--- src/rtl/chop_pkg.sv ---
// Shared types for the PWM current chopper.
// Assumes: a two-bit decay select and one bridge per instance.
package chop_pkg;

    typedef enum logic [1:0] {
        DEC_SLOW  = 2'd0,
        DEC_FAST  = 2'd1,
        DEC_MIXED = 2'd2,
        DEC_RSVD  = 2'd3
    } decay_e;

    typedef enum logic {
        PH_DRIVE = 1'b0,
        PH_DECAY = 1'b1
    } phase_e;

    typedef struct packed {
        logic a_hi;
        logic a_lo;
        logic b_hi;
        logic b_lo;
    } gate_req_t;

endpackage

--- src/rtl/chop_timer.sv ---
// Phase sequencer. It runs the blanking window after drive entry, the fixed
// off-time after an accepted trip, and the fast/slow split inside the off-time.
// It also latches the zero-current flag for the off-time.
// Assumes: inputs synchronous to clk; step_i wins over every other event.
module chop_timer
    import chop_pkg::*;
#(
    parameter int CNT_W = 8
) (
    input  logic             clk,
    input  logic             rst_n,
    input  logic             trip_i,
    input  logic             step_i,
    input  logic [1:0]       decay_sel_i,
    input  logic             zero_cur_i,
    input  logic [CNT_W-1:0] off_cycles_i,
    input  logic [CNT_W-1:0] blank_cycles_i,
    input  logic [CNT_W-1:0] fast_cycles_i,
    output phase_e           phase_o,
    output logic             fast_o,
    output logic             zc_o
);

    localparam logic [CNT_W-1:0] ONE = CNT_W'(1);

    phase_e           phase_q;
    logic [CNT_W-1:0] blank_q;
    logic [CNT_W-1:0] el_q;
    logic [CNT_W-1:0] off_lat_q;
    logic [CNT_W-1:0] fast_lat_q;
    logic             zc_q;
    logic [CNT_W-1:0] off_eff;
    logic [CNT_W-1:0] fast_eff;
    logic             off_done;

    // Off-time length with a zero request raised to one cycle.
    always_comb off_eff = (off_cycles_i == '0) ? ONE : off_cycles_i;

    // Fast-decay share of the off-time for the selected mode, clamped.
    always_comb begin
        case (decay_e'(decay_sel_i))
            DEC_FAST:  fast_eff = off_eff;
            DEC_MIXED: fast_eff = (fast_cycles_i > off_eff) ? off_eff : fast_cycles_i;
            default:   fast_eff = '0;
        endcase
    end

    // Last cycle of the off-time reached.
    always_comb off_done = ({1'b0, el_q} + {1'b0, ONE}) >= {1'b0, off_lat_q};

    // Phase, blanking, elapsed-time and zero-current state update.
    always_ff @(posedge clk) begin
        if (!rst_n) begin
            phase_q    <= PH_DRIVE;
            blank_q    <= '0;
            el_q       <= '0;
            off_lat_q  <= ONE;
            fast_lat_q <= '0;
            zc_q       <= 1'b0;
        end else if (step_i) begin
            phase_q <= PH_DRIVE;
            blank_q <= blank_cycles_i;
            zc_q    <= 1'b0;
        end else if (phase_q == PH_DRIVE) begin
            if (blank_q != '0) begin
                blank_q <= blank_q - ONE;
            end else if (trip_i) begin
                phase_q    <= PH_DECAY;
                el_q       <= '0;
                off_lat_q  <= off_eff;
                fast_lat_q <= fast_eff;
                zc_q       <= 1'b0;
            end
        end else begin
            if (zero_cur_i) zc_q <= 1'b1;
            if (off_done) begin
                phase_q <= PH_DRIVE;
                blank_q <= blank_cycles_i;
            end else begin
                el_q <= el_q + ONE;
            end
        end
    end

    assign phase_o = phase_q;
    assign fast_o  = (phase_q == PH_DECAY) && (el_q < fast_lat_q);
    assign zc_o    = zc_q;

    // Fast share never longer than the latched off-time.
    p_fast_clamp_r6: assert property (@(posedge clk) disable iff (!rst_n)
        fast_lat_q <= off_lat_q);

    // Elapsed count stays inside the latched off-time window.
    p_off_window_r3: assert property (@(posedge clk) disable iff (!rst_n)
        (phase_q == PH_DECAY) |-> (el_q < off_lat_q));

    // No off-time starts while blanking is still counting.
    p_blank_hold_r2: assert property (@(posedge clk) disable iff (!rst_n)
        (phase_q == PH_DRIVE && blank_q != '0) |=> (phase_q == PH_DRIVE));

    // A step pulse always leads to the drive phase.
    p_step_drive_r11: assert property (@(posedge clk) disable iff (!rst_n)
        step_i |=> (phase_q == PH_DRIVE));

endmodule

--- src/rtl/chop_gate_map.sv ---
// Combinational map from sequencer state to requested gate pattern.
// Handles decay style, synchronous rectification, zero-current release and
// the output disable. Assumes: leg A high / leg B low is the drive diagonal.
module chop_gate_map
    import chop_pkg::*;
(
    input  phase_e    phase_i,
    input  logic      fast_i,
    input  logic      zc_lat_i,
    input  logic      zero_cur_i,
    input  logic      sr_off_i,
    input  logic      out_dis_i,
    output gate_req_t req_o
);

    logic sync_ok;

    // Synchronous switches allowed only with SR on and no zero current seen.
    always_comb sync_ok = !sr_off_i && !(zc_lat_i || zero_cur_i);

    // Pattern selection per phase and decay style.
    always_comb begin
        req_o = '0;
        if (!out_dis_i) begin
            if (phase_i == PH_DRIVE) begin
                req_o.a_hi = 1'b1;
                req_o.b_lo = 1'b1;
            end else if (fast_i) begin
                req_o.a_lo = sync_ok;
                req_o.b_hi = sync_ok;
            end else begin
                req_o.b_lo = 1'b1;
                req_o.a_lo = sync_ok;
            end
        end
    end

endmodule

--- src/rtl/chop_leg_deadtime.sv ---
// Dead-time stage for one bridge leg. Turn-off is immediate. A turn-on waits
// until the leg has been fully off for DEAD+1 cycles. The low side yields if
// both sides are requested together. Assumes: requests are synchronous to clk.
module chop_leg_deadtime #(
    parameter int DEAD = 2
) (
    input  logic clk,
    input  logic rst_n,
    input  logic hi_req_i,
    input  logic lo_req_i,
    output logic hi_o,
    output logic lo_o
);

    localparam int             DT_W    = (DEAD < 1) ? 1 : $clog2(DEAD + 1);
    localparam logic [DT_W-1:0] DT_LOAD = DT_W'(DEAD);

    logic [DT_W-1:0] cnt_q;
    logic            hi_q;
    logic            lo_q;
    logic            idle_ok;

    // Leg idle long enough for a new switch to turn on.
    always_comb idle_ok = !hi_q && !lo_q && (cnt_q == '0);

    // Gate registers and dead-time counter.
    always_ff @(posedge clk) begin
        if (!rst_n) begin
            hi_q  <= 1'b0;
            lo_q  <= 1'b0;
            cnt_q <= DT_LOAD;
        end else begin
            hi_q <= hi_req_i && (hi_q || idle_ok);
            lo_q <= lo_req_i && (lo_q || (idle_ok && !hi_req_i));
            if (hi_q || lo_q)      cnt_q <= DT_LOAD;
            else if (cnt_q != '0)  cnt_q <= cnt_q - DT_W'(1);
        end
    end

    assign hi_o = hi_q;
    assign lo_o = lo_q;

    // Never both switches of the leg on.
    p_no_shoot_r10: assert property (@(posedge clk) disable iff (!rst_n)
        !(hi_q && lo_q));

    // A turning-on high side follows a cycle with the low side off.
    p_hi_gap_r10: assert property (@(posedge clk) disable iff (!rst_n)
        $rose(hi_q) |-> !$past(lo_q));

    // A turning-on low side follows a cycle with the high side off.
    p_lo_gap_r10: assert property (@(posedge clk) disable iff (!rst_n)
        $rose(lo_q) |-> !$past(hi_q));

endmodule

--- src/rtl/pwm_chopper.sv ---
// Top of the fixed off-time PWM chopper for one H-bridge phase. It joins the
// sequencer, the gate map and one dead-time stage per leg.
// Assumes: trip and zero-current inputs are already synchronised to clk.
module pwm_chopper
    import chop_pkg::*;
#(
    parameter int CNT_W = 8,
    parameter int DEAD  = 2
) (
    input  logic             clk,
    input  logic             rst_n,
    input  logic             trip_i,
    input  logic [1:0]       decay_sel_i,
    input  logic             out_dis_i,
    input  logic             sr_off_i,
    input  logic             zero_cur_i,
    input  logic             step_i,
    input  logic [CNT_W-1:0] off_cycles_i,
    input  logic [CNT_W-1:0] blank_cycles_i,
    input  logic [CNT_W-1:0] fast_cycles_i,
    output logic             a_hi_o,
    output logic             a_lo_o,
    output logic             b_hi_o,
    output logic             b_lo_o
);

    localparam int LEGS = 2;

    phase_e          phase;
    logic            fast;
    logic            zc_lat;
    gate_req_t       req;
    logic [LEGS-1:0] hi_req;
    logic [LEGS-1:0] lo_req;
    logic [LEGS-1:0] hi_g;
    logic [LEGS-1:0] lo_g;

    chop_timer #(.CNT_W(CNT_W)) u_timer (
        .clk            (clk),
        .rst_n          (rst_n),
        .trip_i         (trip_i),
        .step_i         (step_i),
        .decay_sel_i    (decay_sel_i),
        .zero_cur_i     (zero_cur_i),
        .off_cycles_i   (off_cycles_i),
        .blank_cycles_i (blank_cycles_i),
        .fast_cycles_i  (fast_cycles_i),
        .phase_o        (phase),
        .fast_o         (fast),
        .zc_o           (zc_lat)
    );

    chop_gate_map u_map (
        .phase_i    (phase),
        .fast_i     (fast),
        .zc_lat_i   (zc_lat),
        .zero_cur_i (zero_cur_i),
        .sr_off_i   (sr_off_i),
        .out_dis_i  (out_dis_i),
        .req_o      (req)
    );

    // Leg 0 is A, leg 1 is B.
    assign hi_req = {req.b_hi, req.a_hi};
    assign lo_req = {req.b_lo, req.a_lo};

    for (genvar g = 0; g < LEGS; g++) begin : g_leg
        chop_leg_deadtime #(.DEAD(DEAD)) u_leg (
            .clk      (clk),
            .rst_n    (rst_n),
            .hi_req_i (hi_req[g]),
            .lo_req_i (lo_req[g]),
            .hi_o     (hi_g[g]),
            .lo_o     (lo_g[g])
        );
    end

    assign a_hi_o = hi_g[0];
    assign a_lo_o = lo_g[0];
    assign b_hi_o = hi_g[1];
    assign b_lo_o = lo_g[1];

    // Disable forces every gate off one cycle later.
    p_disable_off_r9: assert property (@(posedge clk) disable iff (!rst_n)
        out_dis_i |=> !(a_hi_o || a_lo_o || b_hi_o || b_lo_o));

    // B high-side is only ever a synchronous switch.
    p_no_sync_r7: assert property (@(posedge clk) disable iff (!rst_n)
        sr_off_i |=> !b_hi_o);

    // At most one switch per leg, seen at the ports.
    p_leg_excl_r10: assert property (@(posedge clk) disable iff (!rst_n)
        !(a_hi_o && a_lo_o) && !(b_hi_o && b_lo_o));

endmodule

--- config.mk ---
export PLATFORM = sky130hd
export DESIGN_NAME = pwm_chopper
export DESIGN_NICKNAME = d
export VERILOG_FILES = /design/src/rtl/chop_pkg.sv /design/src/rtl/chop_timer.sv /design/src/rtl/chop_gate_map.sv /design/src/rtl/chop_leg_deadtime.sv /design/src/rtl/pwm_chopper.sv
export SDC_FILE = /design/constraint.sdc
export NUM_CORES = 1
export LEC_CHECK = 0
export BUFFER_PORTS_ARGS = -buffer_cell sky130_fd_sc_hd__buf_2
export CORE_MARGIN = 10
export CORE_UTILIZATION = 58
export CTS_CLUSTER_SIZE = 40
export DETAILED_ROUTE_END_ITERATION = 16
export PLACE_DENSITY = 0.77
export SYNTH_ARGS = -nofsm -noshare
export SYNTH_HDL_FRONTEND = slang
export SYNTH_SLANG_ARGS = --single-unit
--- constraint.sdc ---
create_clock -name clk -period 3.3 [get_ports clk]
set_clock_uncertainty 0.15 [all_clocks]
set_input_delay 0.33 -clock clk [delete_from_list [all_inputs] [get_ports clk]]
set_output_delay 0.33 -clock clk [all_outputs]
set_load 0.05 [all_outputs]
==> impl_metrics.env, run 1 <==
export IMPL_slew_headroom_pct=65.31
export IMPL_wl_per_cell_um=14.61
export IMPL_start_kind="flop"
export IMPL_max_freq_mhz=327.5
export IMPL_cp_top_family="simple AND/OR/NAND/NOR gates"
export IMPL_critical_path_max_stage_delay_ns=0.45
export IMPL_cts_made_buffers=5
export IMPL_final_cells=413
export IMPL_power_mw=1.304
export IMPL_htree_levels=2
export IMPL_async_flop_share_pct=0
export IMPL_worst_ep_arrival_time_ns=3.13
export IMPL_die_height_um=88.09
export IMPL_cts_root_buf="clkbuf_8"
export IMPL_crit_top_cell="nand3_1"
export IMPL_critPathBufInv=0
export IMPL_fin_nets=421
export IMPL_power_frac_comb_pct=24.1
export IMPL_ff2ff_path_depth=10
export IMPL_clockBufferDepth=2
export IMPL_hold_path_end="u_timer.zc_o"
export IMPL_final_max_slew_viol_count=0
export IMPL_coreArea_um2=4414
export IMPL_crit_fanout=15
export IMPL_cts_tree="yes"
export IMPL_dp_hpwl_mm=4.595
export IMPL_antenna_found_initial=1
export IMPL_placementRows=24
export IMPL_holdPathStages=2
export IMPL_power_density_nw_per_um2=432.2
export IMPL_outcome="finished clean"
export IMPL_min_from="step_i"
export IMPL_post_place_ws_ns=0.1994
export IMPL_slowest_stage="or4_1"
export IMPL_clock_latency_ns=0.30
export IMPL_placed_cell_area_um2=2902
export IMPL_switching_share_pct=29.10
export IMPL_synth_area_per_cell_um2=8.248
export IMPL_num_vias=2366
export IMPL_detail_route_antenna_nets=0
export IMPL_yosys_warnings=0
export IMPL_max_slew_worst_pin_slew_ns=0.5192
export IMPL_dp_cells=404
export IMPL_grt_pass1_wl_mm=10.58
export IMPL_setup_viol=0
export IMPL_area_growth_synth_to_final_pct=12.24
export IMPL_synth_edff_count=0
export IMPL_synthDistinctLibCells=51
export IMPL_path_depth=10
export IMPL_syn_num_nets=388
export IMPL_drive_gt1_share_pct=15.83
export IMPL_start_util_pct=60.91
export IMPL_worstSetupPathType="flop to flop"
export IMPL_grt_max_degree=46
export IMPL_post_route_period_util_pct=92.52
export IMPL_worstPathCellList="nand3_1 > nor2_1 > nand3_1 > xnor2_1 > ha_1 > or3b_1 > a41o_1 > a211o_2 > or4_1 > a21boi_1"
export IMPL_ys_ff_latch=42
export IMPL_fillers=369
export IMPL_grt_use_total_pct=16.70
export IMPL_postSynthCellCount=326
export IMPL_synth_cell_area_um2=2689
export IMPL_drc=0
export IMPL_ctsHoldBuffers=0
export IMPL_p_int_mw=0.9249
export IMPL_vdd_drop_max_uv=202.1
export IMPL_grt_ovfl_total=0
export IMPL_clkPwrFrac_pct=31.3
export IMPL_post_route_min_period_ns=3.053
export IMPL_drt_iter0_markers=124
export IMPL_wl_mm=6.035
export IMPL_p_seq_share_pct=44.5
export IMPL_place_gp_congestion=0.8708
export IMPL_die_x_um=88.09
export IMPL_ios=37
export IMPL_first_global_vias=2334
export IMPL_leakagePower_nw=1.352
export IMPL_synth_ff_type="dfxtp_1"
export IMPL_hold_violations=0
export IMPL_drt_pass1_iter_count=4
export IMPL_cts_sinks=42
export IMPL_timing_rr_end="u_timer.el_q[5]"
export IMPL_vias_per_cell=5.729
export IMPL_hold_ws_ns=0.1055
export IMPL_fin_ws_ns=0.2469
export IMPL_ys_seq_area_share_pct=31.27
export IMPL_cp_data_required_time_ns=3.38
export IMPL_hp_class="input pin to flop"
export IMPL_clk_pin_slew_ns=0.08
export IMPL_p_sw_mw=0.3796
export IMPL_rr_startpoint="u_timer.el_q[0]"
export IMPL_cp_end_kind="flop"
export IMPL_regToRegSetupSlack_ns=0.25
export IMPL_cap_viol_max_count=0
export IMPL_stdcell_area_um2=3018
export IMPL_die_area_um2=7759
export IMPL_portBuffers=36
export IMPL_final_util_pct=68.37
export IMPL_rsz0062_at_grt="no"
export IMPL_tns_ns=0
## state kept, by name (all words and copies together), names as in the netlist
| signal | flops |
|---|---|
| g_leg.u_leg.hi_o | 2 |
| u_timer.fast_lat_q | 8 |
| g_leg.u_leg.lo_o | 2 |
| u_timer.zc_o | 1 |
| u_timer.el_q | 8 |
| g_leg.u_leg.cnt_q | 4 |
| u_timer.off_lat_q | 8 |
| u_timer.phase_o | 1 |
| u_timer.blank_q | 8 |
## cell families after synthesis
group           Yosys count  synth area share (%)
simple gates            116                 24.66
compound gates           78                 18.94
buf+inv                  48                 7.073
flops                    42                 31.27
fa+ha+maj                29                 13.49
xor+xnor                  8                 2.606
mux                       5                 1.954
## per-layer routing
metal | vias up | track usage, % | part of all wire (%)
met2 | 38 | 26.72 | 48
li1 | 1222 | - | -
met5 | - | 0 | 0
met1 | 1101 | 21.16 | 46
met4 | 0 | 4.565 | 0.76
met3 | 5 | 5.200 | 4.7
## synthesized netlist by cell type (2+ instances only)
master / n / area [µm²]
nor4b_1: 2 / 17.52
a21o_1: 4 / 30.03
nor4_1: 2 / 12.51
or4_1: 2 / 15.01
nand3_1: 14 / 70.07
o211ai_1: 4 / 30.03
and3_1: 10 / 62.56
xnor2_1: 6 / 52.55
a21boi_1: 6 / 45.04
clkbuf_1: 11 / 41.29
buf_2: 2 / 10.01
nand4b_1: 2 / 17.52
o21ai_0: 5 / 25.02
a22oi_1: 4 / 30.03
ha_1: 29 / 362.9
nor3_1: 4 / 20.02
or2_1: 2 / 12.51
nand2b_1: 2 / 12.51
nor2_1: 15 / 56.30
inv_1: 34 / 127.6
and2_1: 4 / 25.02
o21ai_1: 14 / 70.07
nor3b_1: 4 / 30.03
nor2b_1: 20 / 125.1
dfxtp_1: 42 / 840.8
a221o_1: 7 / 70.07
a21oi_1: 22 / 110.1
or3_1: 3 / 18.77
nand2_1: 22 / 82.58
nand4_1: 3 / 18.77
xor2_1: 2 / 17.52
mux2i_1: 3 / 30.03
mux2_2: 2 / 22.52
## what timing repair did
item,in CTS,in global routing
setup endpoints to repair,0,13
gates resized for setup,0,3
buffers inserted,0,0
## worst max-delay path by stage
stage | start | endpoint | slack [ns]
CTS | u_timer.el_q[2] | u_timer.el_q[3] | 0.18
detailed placement | u_timer.el_q[2] | u_timer.el_q[3] | 0.20
global placement | u_timer.el_q[2] | u_timer.el_q[4] | 0.25
finish | u_timer.el_q[0] | u_timer.el_q[5] | 0.25
global route | u_timer.el_q[4] | u_timer.el_q[3] | 0.005
floorplan | u_timer.el_q[2] | u_timer.el_q[3] | 0.48
## cells in the final DEF (no fill, tap or decap), types with 10 or more instances in the layout
master	count
a21oi_1	22
inv_1	34
nor2b_1	19
ha_1	29
nor2_1	15
dfxtp_1	42
nand3_1	14
o21ai_1	14
buf_2	36
and3_1	10
nand2_1	22
## power by group through the flow
| stage | Sequential, mW | Clock, mW | Combinational [mW] |
|---|---|---|---|
| 2_1_floorplan | 0.598 | 0 | 0.231 |
| 3_3_place_gp | 0.592 | 0 | 0.303 |
| 3_5_place_dp | 0.592 | 0 | 0.315 |
| 4_1_cts | 0.581 | 0.415 | 0.317 |
| 5_1_grt | 0.587 | 0.440 | 0.359 |
| 6_report | 0.581 | 0.408 | 0.315 |
## area by class of cell
| cell class | instances | area, µm² | share of cell area [%] |
|---|---|---|---|
| antenna | 1 | 2.502 | 0.08292 |
| clock buffer | 5 | 68.82 | 2.280 |
| clock inverter | 3 | 40.04 | 1.327 |
| inverter | 34 | 127.6 | 4.229 |
| multi-input combinational | 236 | 1663 | 55.10 |
| sequential | 42 | 840.8 | 27.86 |
| tap | 52 | 65.06 | 2.156 |
| timing repair buffer | 40 | 210.2 | 6.965 |
No activity file was read; power rests on OpenSTA's default activity.
==> run 2: changes to the inputs <==
--- a/config.mk
+++ b/config.mk
@@ -7,10 +7,10 @@
 export LEC_CHECK = 0
 export BUFFER_PORTS_ARGS = -buffer_cell sky130_fd_sc_hd__buf_2
 export CORE_MARGIN = 10
-export CORE_UTILIZATION = 58
+export CORE_UTILIZATION = 59
 export CTS_CLUSTER_SIZE = 40
 export DETAILED_ROUTE_END_ITERATION = 16
-export PLACE_DENSITY = 0.77
+export PLACE_DENSITY = 0.79
 export SYNTH_ARGS = -nofsm -noshare
 export SYNTH_HDL_FRONTEND = slang
 export SYNTH_SLANG_ARGS = --single-unit
==> constraint.sdc (replaced) <==
create_clock -name clk -period 3.6 [get_ports clk]
set_clock_uncertainty 0.15 [all_clocks]
set_input_delay 0.36 -clock clk [delete_from_list [all_inputs] [get_ports clk]]
set_output_delay 0.36 -clock clk [all_outputs]
set_load 0.05 [all_outputs]
==> impl_metrics.env, run 2 (synthesis gave the netlist of run 1 again) <==
export IMPL_tns_ns=0
export IMPL_area_growth_synth_to_final_pct=11.54
export IMPL_ios=37
export IMPL_final_max_slew_viol_count=0
export IMPL_worst_ep_arrival_time_ns=3.33
export IMPL_cts_sinks=42
export IMPL_holdPathStages=2
export IMPL_crit_top_cell="nand3_1"
export IMPL_fin_nets=419
export IMPL_ctsHoldBuffers=0
export IMPL_cp_top_family="simple AND/OR/NAND/NOR gates"
export IMPL_drt_iter0_markers=109
export IMPL_final_common_cell="dfxtp_1"
export IMPL_worstSetupPathType="flop to flop"
export IMPL_dp_hpwl_mm=4.454
export IMPL_antenna_cells=0
export IMPL_cts_resized=0
export IMPL_post_place_ws_ns=0.3450
export IMPL_grt_max_degree=46
export IMPL_max_slew_worst_pin_slew_ns=0.5000
export IMPL_die_height_um=87.51
export IMPL_min_from="step_i"
export IMPL_final_cell_mix="dfxtp_1 (42), buf_2 (36), inv_1 (34)"
export IMPL_htree_levels=2
export IMPL_cts_tree="yes"
export IMPL_rr_startpoint="u_timer.el_q[2]"
export IMPL_post_route_min_period_ns=3.282
export IMPL_grt_ovfl_total=0
export IMPL_outcome="finished clean"
export IMPL_cap_viol_max_count=0
export IMPL_slowest_stage="dfxtp_1"
export IMPL_hold_path_end="u_timer.zc_o"
export IMPL_hold_violations=0
export IMPL_num_vias=2348
export IMPL_hp_class="input pin to flop"
export IMPL_regToRegSetupSlack_ns=0.32
export IMPL_critical_path_max_stage_delay_ns=0.44
export IMPL_place_gp_congestion=0.8126
export IMPL_start_util_pct=61.33
export IMPL_placementRows=24
export IMPL_post_route_period_util_pct=91.17
export IMPL_ff2ff_path_depth=11
export IMPL_timing_rr_end="u_timer.el_q[6]"
export IMPL_detail_route_antenna_nets=0
export IMPL_rsz0062_at_grt="no"
export IMPL_clock_latency_ns=0.30
export IMPL_fin_ws_ns=0.3178
export IMPL_slew_headroom_pct=66.54
export IMPL_cts_made_buffers=5
export IMPL_crit_fanout=15
export IMPL_portBuffers=36
export IMPL_antenna_found_initial=1
export IMPL_grt_pass1_wl_mm=9.936
export IMPL_worstPathCellList="nand3_1 > nor2_1 > nand3_1 > xnor2_1 > ha_1 > or3b_1 > a41o_1 > a211o_1 > and2_1 > o21ai_1 > a21boi_1"
export IMPL_power_density_nw_per_um2=401.9
export IMPL_wl_per_cell_um=14.13
export IMPL_clockBufferDepth=2
export IMPL_drive_gt1_share_pct=14.29
export IMPL_post_cts_setup_buffers=0
export IMPL_critPathBufInv=0
export IMPL_cp_data_required_time_ns=3.64
export IMPL_start_kind="flop"
export IMPL_vdd_drop_max_uv=313.1
export IMPL_drt_pass1_iter_count=4
export IMPL_drc=0
export IMPL_cts_root_buf="clkbuf_8"
export IMPL_clk_pin_slew_ns=0.08
export IMPL_wl_mm=5.779
export IMPL_die_x_um=87.51
export IMPL_max_freq_mhz=304.7
export IMPL_die_area_um2=7658
export IMPL_coreArea_um2=4384
export IMPL_leakagePower_nw=1.339
export IMPL_cp_end_kind="flop"
export IMPL_vias_per_cell=5.741
export IMPL_setup_viol=0
export IMPL_grt_use_total_pct=15.69
export IMPL_first_global_vias=2286
[run 2: final cells by class]
type,instances,area [µm²]
Multi-Input combinational cell,236,1658
Clock inverter,1,30.03
Timing Repair Buffer,38,195.2
Sequential cell,42,840.8
Inverter,34,127.6
Clock buffer,6,82.58
Fill cell,364,1385
Tap cell,52,65.06
[run 2: worst reg2reg max path: stages, from the launching register on]
cell and delay [ns]:
dfxtp_1 0.44, nand3_1 0.19, nor2_1 0.26, nand3_1 0.14, xnor2_1 0.18, ha_1 0.19, or3b_1 0.36, a41o_1 0.21
a211o_1 0.43, and2_1 0.36, o21ai_1 0.19, a21boi_1 0.07
[run 2: routing by layer]
| layer | GRT usage, % | up-vias | routed length (µm) |
|---|---|---|---|
| met2 | 26.06 | 36 | 2711 |
| met5 | 0 | - | 13 |
| met4 | 5.217 | 2 | 106 |
| met3 | 4.213 | 13 | 217 |
| li1 | - | 1206 | - |
| met1 | 19.08 | 1091 | 2730 |
[run 2: how the worst max path moves through the flow]
| stage | slack [ns] | endpoint | cells after the start | from |
|---|---|---|---|---|
| 2_1_floorplan | 0.78 | u_timer.el_q[3] | 12 | u_timer.el_q[2] |
| 3_3_place_gp | 0.53 | u_timer.el_q[4] | 11 | u_timer.el_q[2] |
| 3_5_place_dp | 0.34 | u_timer.el_q[6] | 11 | u_timer.el_q[2] |
| 4_1_cts | 0.33 | u_timer.el_q[6] | 11 | u_timer.el_q[2] |
| 5_1_grt | 0.08 | u_timer.el_q[6] | 11 | u_timer.el_q[2] |
| 6_report | 0.32 | u_timer.el_q[6] | 11 | u_timer.el_q[2] |
[run 2: where the power goes]
group          internal, mW  total, mW  switching, mW
Combinational         0.138      0.284          0.146
Sequential            0.504      0.534         0.0298
Clock                 0.222      0.388          0.165
Total                 0.864       1.21          0.341
[run 2: through the flow]
stage          hold WS [ns]  utilization (%)  power (mW)  instance area [µm²]  instances
2_1_floorplan        0.2861                -      0.7599                 2689        326
3_3_place_gp         0.3272            65.84      0.8190                 2887        402
3_5_place_dp         0.3277            65.84      0.8282                 2887        402
4_1_cts              0.1229            68.41       1.211                 2999        409
5_1_grt              0.1358            68.41       1.272                 2999        409
6_report             0.1261            68.41       1.205                 2999        409
